$ cat config.mk
export PLATFORM = sky130hd
export DESIGN_NAME = qos_remap_top
export DESIGN_NICKNAME = d
export VERILOG_FILES = /design/src/rtl/qos_remap_pkg.sv /design/src/rtl/qos_route_filter.sv /design/src/rtl/qos_remap_regs.sv /design/src/rtl/qos_table_select.sv /design/src/rtl/qos_remap_top.sv
export SDC_FILE = /design/constraint.sdc
export NUM_CORES = 1
export LEC_CHECK = 0
export ABC_CLOCK_PERIOD_IN_PS = 4400
export CAP_MARGIN = 20
export CELL_PAD_IN_SITES_DETAIL_PLACEMENT = 1
export CELL_PAD_IN_SITES_GLOBAL_PLACEMENT = 1
export CORE_MARGIN = 4
export CORE_UTILIZATION = 51
export DETAILED_ROUTE_END_ITERATION = 6
export DONT_BUFFER_PORTS = 1
export PLACE_DENSITY = 0.82
export REMOVE_ABC_BUFFERS = 1
export SKIP_CTS_REPAIR_TIMING = 1
export SYNTH_ARGS = -nofsm -noshare
export SYNTH_HDL_FRONTEND = slang
export SYNTH_SLANG_ARGS = --single-unit
$ cat constraint.sdc
create_clock -name clk -period 4.4 [get_ports clk]
set_clock_uncertainty 0.2 [all_clocks]
set_input_delay 0.44 -clock clk [delete_from_list [all_inputs] [get_ports clk]]
set_output_delay 0.44 -clock clk [all_outputs]
set_load 0.01 [all_outputs]
$ cat src/rtl/qos_remap_pkg.sv
package qos_remap_pkg;

    typedef enum logic {
        OUT_IDLE  = 1'b0,
        OUT_ISSUE = 1'b1
    } remap_state_e;

endpackage

$ cat src/rtl/qos_route_filter.sv
module qos_route_filter #(
    parameter int ROUTE_W = 12
) (
    input  logic [2*ROUTE_W:0]   cfg,
    input  logic [ROUTE_W-1:0]   route,
    output logic                 hit
);
    logic [ROUTE_W-1:0] match_val;
    logic [ROUTE_W-1:0] match_mask;
    logic               enabled;

    assign match_val  = cfg[ROUTE_W-1:0];
    assign match_mask = cfg[2*ROUTE_W-1:ROUTE_W];
    assign enabled    = cfg[2*ROUTE_W];

    assign hit = enabled && (((route ^ match_val) & match_mask) == '0);
endmodule

$ cat src/rtl/qos_remap_regs.sv
module qos_remap_regs #(
    parameter int ROUTE_W   = 12,
    parameter int PRIO_W    = 3,
    parameter int QOS_W     = 4,
    parameter int NUM_RANGE = 3,
    parameter int ADDR_W    = 4,
    parameter int DATA_W    = 32,
    localparam int FILT_BITS = 2*ROUTE_W + 1,
    localparam int NUM_TAB   = 2*(NUM_RANGE + 1)
) (
    input  logic                                clk,
    input  logic                                rst,
    input  logic                                reg_we,
    input  logic [ADDR_W-1:0]                   reg_addr,
    input  logic [DATA_W-1:0]                   reg_wdata,
    output logic [DATA_W-1:0]                   reg_rdata,
    output logic [NUM_RANGE-1:0][FILT_BITS-1:0] filt_q,
    output logic [NUM_TAB-1:0][DATA_W-1:0]      tab_q
);
    localparam int TAB_BASE = 2**(ADDR_W-1);
    localparam int ENTRIES  = 2**PRIO_W;

    function automatic logic [DATA_W-1:0] identity_word();
        logic [DATA_W-1:0] w;
        w = '0;
        for (int i = 0; i < ENTRIES; i++) begin
            w[i*QOS_W +: QOS_W] = QOS_W'(i);
        end
        return w;
    endfunction

    for (genvar k = 0; k < NUM_RANGE; k++) begin : g_filt
        always_ff @(posedge clk) begin
            if (rst) begin
                filt_q[k] <= '0;
            end else if (reg_we && reg_addr == ADDR_W'(k)) begin
                filt_q[k] <= reg_wdata[FILT_BITS-1:0];
            end
        end
    end

    for (genvar t = 0; t < NUM_TAB; t++) begin : g_tab
        always_ff @(posedge clk) begin
            if (rst) begin
                tab_q[t] <= identity_word();
            end else if (reg_we && reg_addr == ADDR_W'(TAB_BASE + t)) begin
                tab_q[t] <= reg_wdata;
            end
        end
    end

    always_comb begin
        reg_rdata = '0;
        for (int k = 0; k < NUM_RANGE; k++) begin
            if (reg_addr == ADDR_W'(k)) begin
                reg_rdata = DATA_W'(filt_q[k]);
            end
        end
        for (int t = 0; t < NUM_TAB; t++) begin
            if (reg_addr == ADDR_W'(TAB_BASE + t)) begin
                reg_rdata = tab_q[t];
            end
        end
    end
endmodule

$ cat src/rtl/qos_table_select.sv
module qos_table_select #(
    parameter int PRIO_W    = 3,
    parameter int QOS_W     = 4,
    parameter int NUM_RANGE = 3,
    parameter int DATA_W    = 32,
    localparam int NUM_TAB  = 2*(NUM_RANGE + 1),
    localparam int SEL_W    = $clog2(NUM_RANGE + 1),
    localparam int TBL_W    = SEL_W + 1
) (
    input  logic [NUM_RANGE-1:0]           hits,
    input  logic                           cls,
    input  logic [PRIO_W-1:0]              prio,
    input  logic [NUM_TAB-1:0][DATA_W-1:0] tab_q,
    output logic [QOS_W-1:0]               qos,
    output logic [TBL_W-1:0]               tbl
);
    logic [SEL_W-1:0] sel;

    always_comb begin
        sel = '0;
        for (int k = NUM_RANGE - 1; k >= 0; k--) begin
            if (hits[k]) begin
                sel = SEL_W'(k + 1);
            end
        end
        tbl = {cls, sel};
        qos = tab_q[tbl][prio*QOS_W +: QOS_W];
    end
endmodule

$ cat src/rtl/qos_remap_top.sv
module qos_remap_top #(
    parameter int ROUTE_W   = 12,
    parameter int PRIO_W    = 3,
    parameter int QOS_W     = 4,
    parameter int NUM_RANGE = 3,
    parameter int ADDR_W    = 4,
    parameter int DATA_W    = 32
) (
    input  logic                          clk,
    input  logic                          rst,
    input  logic                          in_valid,
    input  logic [ROUTE_W-1:0]            in_route,
    input  logic                          in_class,
    input  logic [PRIO_W-1:0]             in_prio,
    input  logic                          reg_we,
    input  logic [ADDR_W-1:0]             reg_addr,
    input  logic [DATA_W-1:0]             reg_wdata,
    output logic [DATA_W-1:0]             reg_rdata,
    output logic                          out_valid,
    output logic [QOS_W-1:0]              out_qos,
    output logic [$clog2(NUM_RANGE+1):0]  out_table
);
    import qos_remap_pkg::*;

    localparam int FILT_BITS = 2*ROUTE_W + 1;
    localparam int NUM_TAB   = 2*(NUM_RANGE + 1);
    localparam int TBL_W     = $clog2(NUM_RANGE + 1) + 1;

    logic [NUM_RANGE-1:0][FILT_BITS-1:0] filt_q;
    logic [NUM_TAB-1:0][DATA_W-1:0]      tab_q;
    logic [NUM_RANGE-1:0]                hits;
    logic [QOS_W-1:0]                    qos_d;
    logic [TBL_W-1:0]                    tbl_d;
    remap_state_e                        state_q, state_d;

    qos_remap_regs #(
        .ROUTE_W(ROUTE_W), .PRIO_W(PRIO_W), .QOS_W(QOS_W),
        .NUM_RANGE(NUM_RANGE), .ADDR_W(ADDR_W), .DATA_W(DATA_W)
    ) u_regs (
        .clk(clk), .rst(rst), .reg_we(reg_we), .reg_addr(reg_addr),
        .reg_wdata(reg_wdata), .reg_rdata(reg_rdata),
        .filt_q(filt_q), .tab_q(tab_q)
    );

    for (genvar k = 0; k < NUM_RANGE; k++) begin : g_match
        qos_route_filter #(.ROUTE_W(ROUTE_W)) u_filt (
            .cfg(filt_q[k]), .route(in_route), .hit(hits[k])
        );
    end

    qos_table_select #(
        .PRIO_W(PRIO_W), .QOS_W(QOS_W), .NUM_RANGE(NUM_RANGE), .DATA_W(DATA_W)
    ) u_sel (
        .hits(hits), .cls(in_class), .prio(in_prio), .tab_q(tab_q),
        .qos(qos_d), .tbl(tbl_d)
    );

    always_comb begin
        state_d = state_q;
        unique case (state_q)
            OUT_IDLE:  state_d = in_valid ? OUT_ISSUE : OUT_IDLE;
            OUT_ISSUE: state_d = in_valid ? OUT_ISSUE : OUT_IDLE;
            default:   state_d = OUT_IDLE;
        endcase
    end

    always_ff @(posedge clk) begin
        if (rst) begin
            state_q <= OUT_IDLE;
        end else begin
            state_q <= state_d;
        end
    end

    always_ff @(posedge clk) begin
        if (rst) begin
            out_qos   <= '0;
            out_table <= '0;
        end else if (in_valid) begin
            out_qos   <= qos_d;
            out_table <= tbl_d;
        end
    end

    assign out_valid = (state_q == OUT_ISSUE);
endmodule

# After elaboration in Yosys (flattened, before gate mapping)
# Index checks and enable logic that the tools add are counted.
[totals]
input_bits = 56
output_inout_bits = 40
register_bits = 339
elab_cells = 67
[classes]
order_cmp = 1
n_eq_ne = 10
shift = 1
n_mux = 17
bitwise = 6
n_reduce_logical = 18
[op_table]
columns = ["op", "count"]
rows = [
  ["$mux 32", 9],
  ["$bmux 32 s3", 1],
  ["$mux 25", 3],
  ["$and 12x12->12", 3],
  ["$logic_not 12->1", 3],
  ["$xor 12x12->12", 3],
  ["$eq 4x4->1 const B", 8],
  ["$shiftx 32x6->4", 1],
  ["$logic_and 1x1->1", 14],
  ["$mux 2", 3],
  ["$eq 4x1->1 const B", 1],
  ["$eq 4x2->1 const B", 1],
  ["$logic_not 4->1", 1],
  ["$lt 3x4->1 const B", 1],
  ["$mux 1", 1],
]

# Depth between registers and ports, before layout
# Gate-level depths: netlist of run 1.
[logic_depth]
ltp_word = 12
ltp_mapped = 11
mapped_depth_nobuf = 9

# By module
# A second synthesis of run 1 with hierarchy kept.
[hier_totals]
cells_unflattened = 2342
hier_area_um2 = 18032.3
[by_module_without_submodules]
columns = ["module", "cells_per_inst", "seq_area_each_um2", "instances", "area_per_inst_um2"]
rows = [
  ["qos_remap_regs", 1942, 6626.4, 1, 14919.3],
  ["qos_table_select", 312, 0.0, 1, 2343.5],
  ["qos_route_filter", 21, 0.0, 3, 163.9],
  ["qos_remap_top", 25, 160.2, 1, 277.8],
]

# Worst setup path after synthesis of run 1
# OpenSTA, ideal clock, no wires.
[synth_timing]
kind = "in2out"
from = "input port reg_addr[0]"
to = "output port reg_rdata[24]"
path_slack_ns = 1.546
t_arrival_ns = 2.214
required_time_ns = 3.760
cell_stages = 9
cell_sequence = "buf_2 buf_2 mux2i_1 o21ai_0 a221o_1 a222oi_1 o2bb2ai_1 a221oi_1 a21o_1"
[synth_between]
elab_chain_len = 12
[synth_lines]
columns = ["element", "line", "source"]
rows = [
  ["start: declaration", "qos_remap_top.sv:16", "input logic [ADDR_W-1:0] reg_addr,"],
  ["$logic_not 4->1", "qos_remap_regs.sv:55", "if (reg_addr == ADDR_W'(k)) begin"],
  ["$mux 25 (3 in series)", "qos_remap_regs.sv:55", ""],
  ["$mux 32 (7 in series)", "qos_remap_regs.sv:60", "if (reg_addr == ADDR_W'(TAB_BASE + t)) begin"],
  ["$mux 32 (*)", "qos_remap_regs.sv:60", ""],
  ["end: declaration", "qos_remap_top.sv:18", "output logic [DATA_W-1:0] reg_rdata,"],
]
# Every way passes the cells marked *; elsewhere a longest branch is shown, timed or not.

# Worst setup path in the final report of run 1
[layout_timing]
from = "register u_regs.filt_q[58] (netlist name)"
to = "register out_qos[2]"
[layout_between]
elab_chain_len = 10
[layout_lines]
columns = ["element", "line", "source"]
rows = [
  ["start: declaration", "qos_remap_regs.sv:17", "output logic [NUM_RANGE-1:0][FILT_BITS-1:0] filt_q,"],
  ["start signal: indexed assignment", "qos_remap_regs.sv:37", "filt_q[k] <= reg_wdata[FILT_BITS-1:0];"],
  ["$xor 12x12->12", "qos_route_filter.sv:16", "assign hit = enabled && (((route ^ match_val) & match_mask) == '0);"],
  ["$and 12x12->12", "qos_route_filter.sv:16", ""],
  ["$logic_not 12->1", "qos_route_filter.sv:16", ""],
  ["$logic_and 1x1->1", "qos_route_filter.sv:16", ""],
  ["$mux 2 (3 in series)", "qos_table_select.sv:22", "if (hits[k]) begin"],
  ["$bmux 32 s3", "qos_table_select.sv:27", "qos = tab_q[tbl][prio*QOS_W +: QOS_W];"],
  ["$mux 32 (not written as such)", "qos_table_select.sv:27", ""],
  ["$shiftx 32x6->4", "qos_table_select.sv:27", ""],
  ["end signal: assignment", "qos_remap_top.sv:80", "out_qos <= qos_d;"],
  ["end: declaration", "qos_remap_top.sv:20", "output logic [QOS_W-1:0] out_qos,"],
]
# No other way between the ends. The select of a mux whose other input is x is not followed.
# A chain may end at the register's enable or synchronous reset.

==> summary.md, run 1 <==
| Metric | Value |
|---|---|
| DR iter-0 viols | 2625 |
| Clk buf depth | 3 |
| Crit path depth | 10 |
| Max Cap Viol | 0 |
| Layout cells sized above 1 | 7.197% |
| Synth Warn # | 0 |
| Most frequent cells in the layout | nand2_1 (803), dfxtp_1 (339), a21oi_1 (286), dlygate4sd3_1 (102), nand3b_1 (96) |
| Post-DP Area | 17610 um^2 |
| Vias in the first global route | 19.06k |
| Top Ports | 96 |
| DR vias | 19.76k |
| Worst-path cell chain | xor2_1 > a22oi_1 > nand4_1 > nor2_2 > buf_4 > mux2i_1 > a21oi_1 > a2111oi_0 > o32a_1 > o311ai_1 |
| # DRC | 0 |
| Critical path startpoint category | flop |
| Synth Instances | 2362 |
| Simple-gate share of the synthesized area | 26.71% |
| # clock sinks | 339 |
| Commonest non-fill, non-tap cell in the layout | nand2_1 |
| PwrDens | 354.0 nW/um^2 |
| Outcome | complete, no violations |
| Crit path arrival time | 3.89 ns |
| Mapped Area | 17500 um^2 |
| CTS tree | done |
| Setup Total Neg Slack | 0 ns |
| XOR/XNOR Fraction of Synth Area | 1.802% |
| Depth of the worst hold-timing path | 3 |
| Yosys reg bits | 339 |
| Hold EP | out_qos[2]$_SDFFE_PP0P_ |
| Die area | 37340 um^2 |
| Final Critical Period | 3.672 ns |
| Hold wc startpoint | in_prio[1] |
| Die H | 193.2 um |
| Hold Path Class | input pin to flop |
| Overflow after GRT | 0 |
| WL/cell | 29.97 um |
| CTS H-tree lvls | 2 |
| Clock transition at path regs | 0.06 ns |
| Fin. Hold Viols | 0 |
| Post-synthesis sequential area ratio | 38.78% |
| Worst reg2reg setup slack | 0.73 ns |
| Clock root buffer | clkbuf_16 |
| Worst setup EP type | flop |
| # setup viols final | 0 |
| Largest net degree at the start of global routing | 337 |
| Site row count | 67 |
| Antenna violations before repair | 6 |
| Starting Density | 51.93% |
| Worst Path Required | 4.62 ns |
| Later-pin clock latency in the skew report | 0.55 ns |
| Peak VDD IR | 0.0002962 V |
| Placer Congestion | 0.9723 |
| Layout Utilization | 59.24% |
| Reg2Reg Depth | 10 |
| IO Port Bufs | 0 |
| Post-route cell area | 19960 um^2 |
| Die Width | 193.2 um |
| Unrepaired setup endpoints after global routing | false |
| Top_reg_cell synth | dfxtp_1 |
| Slew Limit Fails | 0 |
| Slowest CP cell | a2111oi_0 |
| Fin nets | 2404 |
| Fmax | 272.3 MHz |
| Post-synthesis adder-cell area fraction | 0% |
| GR Util All Layers | 40.88% |
| Tightest Pin Transition | 1.390 ns |
| Slew headroom | 7.309% |
| Final critical-path share of the clock period | 83.45% |
| Worst Hold Margin | 0.02277 ns |
| Fraction of synthesized area in multiplexers | 4.518% |
| CP top delay family | compound AO/OA/AOI/OAI gates |
| Buffers & Inverters on Critical Path | 1 |
| Layout area overhead | 14.08% |
| Vias/cell | 6.991 |
| Final WL | 84.73 mm |
| Synth cell types | 76 |
| Critical path's largest stage delay | 0.67 ns |
| Post-synthesis compound-gate area fraction | 22.69% |
| Worst r2r dst | out_qos[2]$_SDFFE_PP0P_ |
| First-pass GRT wire length | 120.0 mm |
| Combinational family with the most area after synthesis | simple AND/OR/NAND/NOR gates |
| Antenna-violating nets left | 0 |
| LEAKAGE | 0.007321 uW |
| Worst-path maximum fanout | 7 |
| Syn Area/Cell | 7.409 um^2 |
| Core Region | 33700 um^2 |
| Asr flop ratio synth | 0% |
| Critical path type | flop to flop |
| DRT Pass-1 Iters | 6 |
| Post-synth EDFFs | 0 |
| Crit Reg-Reg Startpoint | u_regs.filt_q[58]$_SDFFE_PP0P_ |
| DP Wirelength | 52.45 mm |
| Num CTS Buffers | 40 |
## cells by family (layout without fill, tap and decap cells)
group,count (synthesis),in the layout
and+or+nand+nor,1076,1076
AOI/OAI and AO/OA,613,613
DFF,339,339
buffers and inverters,224,238
muxes,74,74
xor gates and xnor gates,36,36
other,0,3
## how the worst max path moves through the flow
stage / end / from / slack [ns]
final: out_qos[2]$_SDFFE_PP0P_ / u_regs.filt_q[58]$_SDFFE_PP0P_ / 0.73
after global routing: out_qos[1]$_SDFFE_PP0P_ / u_regs.filt_q[6]$_SDFFE_PP0P_ / 0.59
after CTS: out_qos[1]$_SDFFE_PP0P_ / u_regs.filt_q[5]$_SDFFE_PP0P_ / 0.93
after detailed placement: out_qos[1]$_SDFFE_PP0P_ / in_route[6] / 0.85
after global placement: out_qos[2]$_SDFFE_PP0P_ / in_route[8] / 0.91
after floorplan: out_qos[2]$_SDFFE_PP0P_ / in_route[1] / 1.18
## where the power goes
part	internal [uW]	switching, uW
combinational	206	428
clock	1880	1380
sequential	3120	56.9
total	5200	1860
## final cells by class
type / count / area (um^2)
antenna: 3 / 7.507
clock buffer: 62 / 1205
clock inverter: 8 / 40.04
fill: 4221 / 13740
inverter: 8 / 30.03
multi-input combinational: 1799 / 9781
sequential: 339 / 6787
tap: 448 / 560.5
timing repair buffer: 160 / 1554
## registers in the layout, indices dropped and copies added (netlist names)
signal         count
out_valid          1
out_qos            4
u_regs.tab_q     256
u_regs.filt_q     75
out_table          3
## stage by stage
| stage | power [uW] | setup slack (ns) | instances |
|---|---|---|---|
| final | 7066 | 0.7281 | 2827 |
| after global routing | 7231 | 0.5914 | 2824 |
| after CTS | 6883 | 0.9264 | 2718 |
| after detailed placement | 3700 | 0.8503 | 2648 |
| after global placement | 3682 | 0.9120 | 2648 |
| after floorplan | 3516 | 1.181 | 2146 |
## synth_stat cells (all sizes together), types with 11 or more instances
master	number	area share, %
o22ai	17	0.61
a21oi	286	8.2
o21ai	69	2.0
o221ai	21	1.1
nor2	81	1.9
a31oi	23	0.82
buf	56	1.9
a21o	11	0.47
nand2	806	17
a221oi	16	0.80
a221o	21	1.2
a211oi	16	0.74
a22o	12	0.60
a22oi	34	1.8
mux2	20	1.3
nand3	34	0.97
dfxtp	339	39
clkbuf	160	3.4
a222oi	20	1.1
nand3b	96	4.1
o211ai	18	0.85
xor2	36	1.8
mux2i	52	3.0
## routing by layer
layer	global-route usage, %	wire [um]	vias up
li1	-	-	8155
met1	53.79	31320	9707
met2	63.09	37010	1495
met3	9.167	10850	397
met4	21.35	5488	10
met5	0	62	-
## worst register-to-register path: stages, from the launching register on
cell       delay (ns)
dfxtp_1          0.33
xor2_1           0.17
a22oi_1          0.41
nand4_1          0.28
nor2_2           0.46
buf_4            0.29
mux2i_1          0.20
a21oi_1          0.08
a2111oi_0        0.67
o32a_1           0.34
o311ai_1         0.11
No activity file was read; power rests on OpenSTA's default activity.
==> run 2, diff against run 1 <==
ABC_AREA = 1   (was unset)
ABC_CLOCK_PERIOD_IN_PS = 3400   (was 4400)
CORE_UTILIZATION = 46   (was 51)
PLACE_DENSITY = 0.77   (was 0.82)
clock period = 3.4 ns   (was 4.4 ns; I/O delays follow)
==> run 2 against run 1 <==
The flow now finishes with violations (hold timing). Design area fell by 1.6%. Register-to-register slack got worse by 0.38 ns. Combinational power rose by 43%. Wire length fell by 12%. First-iteration DRC count fell by 34%. Critical endpoint is now out_qos[0]$_SDFFE_PP0P_. Largest power group unchanged. Highest routed layer is now met4.
==> summary.md, run 2 <==
| Metric | Value |
|---|---|
| Site row count | 71 |
| DP Wirelength | 45.01 mm |
| Worst setup EP type | flop |
| PwrDens | 472.0 nW/um^2 |
| WL/cell | 23.89 um |
| Largest net degree at the start of global routing | 112 |
| Vias/cell | 6.080 |
| Clock transition at path regs | 0.06 ns |
| Slew headroom | 37.18% |
| Worst Hold Margin | -0.03404 ns |
| CTS tree | done |
| GR Util All Layers | 34.60% |
| Critical path's largest stage delay | 0.40 ns |
| Asr flop ratio synth | 0% |
| Core Region | 37580 um^2 |
| DR iter-0 viols | 1720 |
| Final critical-path share of the clock period | 89.87% |
| Most frequent cell after synthesis | nand2_1 |
| Final Critical Period | 3.055 ns |
| Max reg flops | 256 |
| Vias in the first global route | 18.92k |
| Final WL | 74.44 mm |
| Unrepaired setup endpoints after global routing | false |
| LEAKAGE | 0.008000 uW |
| Setup Total Neg Slack | 0 ns |
| # setup viols final | 0 |
| Critical path startpoint category | flop |
| Depth of the worst hold-timing path | 5 |
| Antenna violations before repair | 2 |
| Hold EP | out_qos[0]$_SDFFE_PP0P_ |
| Most frequent cells in the layout | nand2_1 (488), dfxtp_1 (339), nand3_1 (334), inv_1 (318), a21oi_1 (298) |
| Top flop regs | u_regs.tab_q x256, u_regs.filt_q x75, out_qos x4 |
| # DRC | 0 |
| Post-synth EDFFs | 0 |
| Worst r2r dst | out_qos[0]$_SDFFE_PP0P_ |
| Commonest non-fill, non-tap cell in the layout | nand2_1 |
| # clock sinks | 339 |
| Crit path arrival time | 3.31 ns |
| DR top layer | met4 |
| CTS H-tree lvls | 2 |
| Reg2Reg Depth | 19 |
| Violated checks | hold timing |
| Yosys top cell area share | 38.91% |
| Antenna-violating nets left | 0 |
| Layout cells sized above 1 | 6.339% |
| Overflow after GRT | 0 |
| Fmax | 327.3 MHz |
| Critical path type | flop to flop |
| Die area | 41100 um^2 |
| Fin nets | 2629 |
| Mapped Area | 17440 um^2 |
| Synth top area cells | dfxtp_1 (39%), nand2_1 (11%), nand3_1 (9.6%) |
| Clock root buffer | clkbuf_16 |
| Synth Instances | 2635 |
| DRT Pass-1 Iters | 5 |
| IO Port Bufs | 0 |
| Post-synthesis sequential area ratio | 38.91% |
| Post-synth top area cell | dfxtp_1 |
| Crit Reg-Reg Startpoint | u_regs.filt_q[11]$_SDFFE_PP0P_ |
| Worst-path maximum fanout | 31 |
| Yosys reg bits | 339 |
| Clk buf depth | 3 |
| Synth top cells by count | nand2_1 (489), dfxtp_1 (339), nand3_1 (336) |
| Die Width | 202.7 um |
| CP dominant cell by count | nand3_1 |
| Tightest Pin Transition | 0.9413 ns |
| Fin. Hold Viols | 5 |
| Die H | 202.7 um |
| Worst reg2reg setup slack | 0.34 ns |
| Max Cap Viol | 0 |
| Synth Warn # | 0 |
| Layout area overhead | 12.59% |
| Starting Density | 46.42% |
| Top_reg_cell synth | dfxtp_1 |
| Largest Register | u_regs.tab_q |
| DR vias | 18.95k |
| Peak VDD IR | 0.0003165 V |
| Wl on met1 | 30.84 mm |
| Placer Congestion | 0.8555 |
| Worst-path cell chain | inv_1 > nand2_1 > nand3_1 > nand2_1 > nor2_1 > nand2_1 > nor2_4 > clkinv_2 > nand2_4 > buf_4 > nand2_1 > nand3_1 > nand3_1 > nand3_1 > nand3_1 > nand3_1 > nand2_1 > nor2_1 > nor2_1 |
| Hold Path Class | input pin to flop |
| Routed wl met2 | 34.67 mm |
| Num CTS Buffers | 40 |
| Slowest CP cell | nand2_4 |
| Syn Area/Cell | 6.619 um^2 |
| Outcome | finished, violations left |
| Worst Path Required | 3.65 ns |
| Later-pin clock latency in the skew report | 0.57 ns |
| Slew Limit Fails | 0 |
| Top Ports | 96 |
| First-pass GRT wire length | 111.8 mm |
| Hold wc startpoint | in_prio[1] |
| Synth cell types | 34 |
| Met3 WL | 5.636 mm |
==> run 2: routing by layer <==
metal / vias up / global-route usage [%]
li1: 8656 / -
met1: 9379 / 44.60
met2: 744 / 56.90
met3: 166 / 5.255
met4: 0 / 16.88
met5: - / 0
==> run 2: metrics by stage <==
| step | worst slack [ns] | power, uW | cells | area, um^2 | utilization, % |
|---|---|---|---|---|---|
| finish | 0.3446 | 9268 | 3116 | 19640 | 52.26 |
| global route | 0.1437 | 9539 | 3114 | 19630 | 52.25 |
| CTS | 0.1834 | 9151 | 3065 | 19120 | 50.89 |
| detailed placement | 0.1374 | 4954 | 2993 | 17860 | 47.52 |
| global placement | 0.2528 | 4925 | 2993 | 17860 | 47.52 |
| floorplan | -0.8825 | 4678 | 2418 | 16490 | - |
==> run 2: how the worst max path moves through the flow <==
stage,startpoint,endpoint,cells past startpoint
finish,u_regs.filt_q[11]$_SDFFE_PP0P_,out_qos[0]$_SDFFE_PP0P_,19
global route,u_regs.filt_q[11]$_SDFFE_PP0P_,out_qos[0]$_SDFFE_PP0P_,19
CTS,reg_addr[0],reg_rdata[19],9
detailed placement,reg_addr[0],u_regs.tab_q[23]$_SDFFE_PP0P_,9
global placement,reg_addr[0],reg_rdata[16],8
floorplan,rst,u_regs.filt_q[0]$_SDFFE_PP0P_,3
==> run 2: cell families after synthesis <==
logic type	share of synthesized area, %
AO/OA/AOI/OAI	24.40
flip-flops	38.91
AND/OR/NAND/NOR	23.99
buffers and inverters	12.70
==> run 2: critical path: cells and delay by family (launching register included) <==
| kind | cells | cell delay, ns |
|---|---|---|
| and+or+nand+nor | 16 | 1.91 |
| buffers and inverters | 3 | 0.52 |
| DFF | 1 | 0.31 |
==> run 2: power breakdown <==
part           switching, uW  total (uW)  internal (uW)
sequential              51.3        4120           4060
clock                   1780        4250           2470
combinational            638         905            267
==> run 2: layout make-up <==
cell class | instances | area [um^2]
Multi-Input combinational cell | 1741 | 8489
Clock buffer | 67 | 1234
Tap cell | 511 | 639.4
Antenna cell | 2 | 5.005
Timing Repair Buffer | 113 | 1176
Sequential cell | 339 | 6787
Inverter | 338 | 1275
Clock inverter | 5 | 32.53
Fill cell | 4921 | 17940
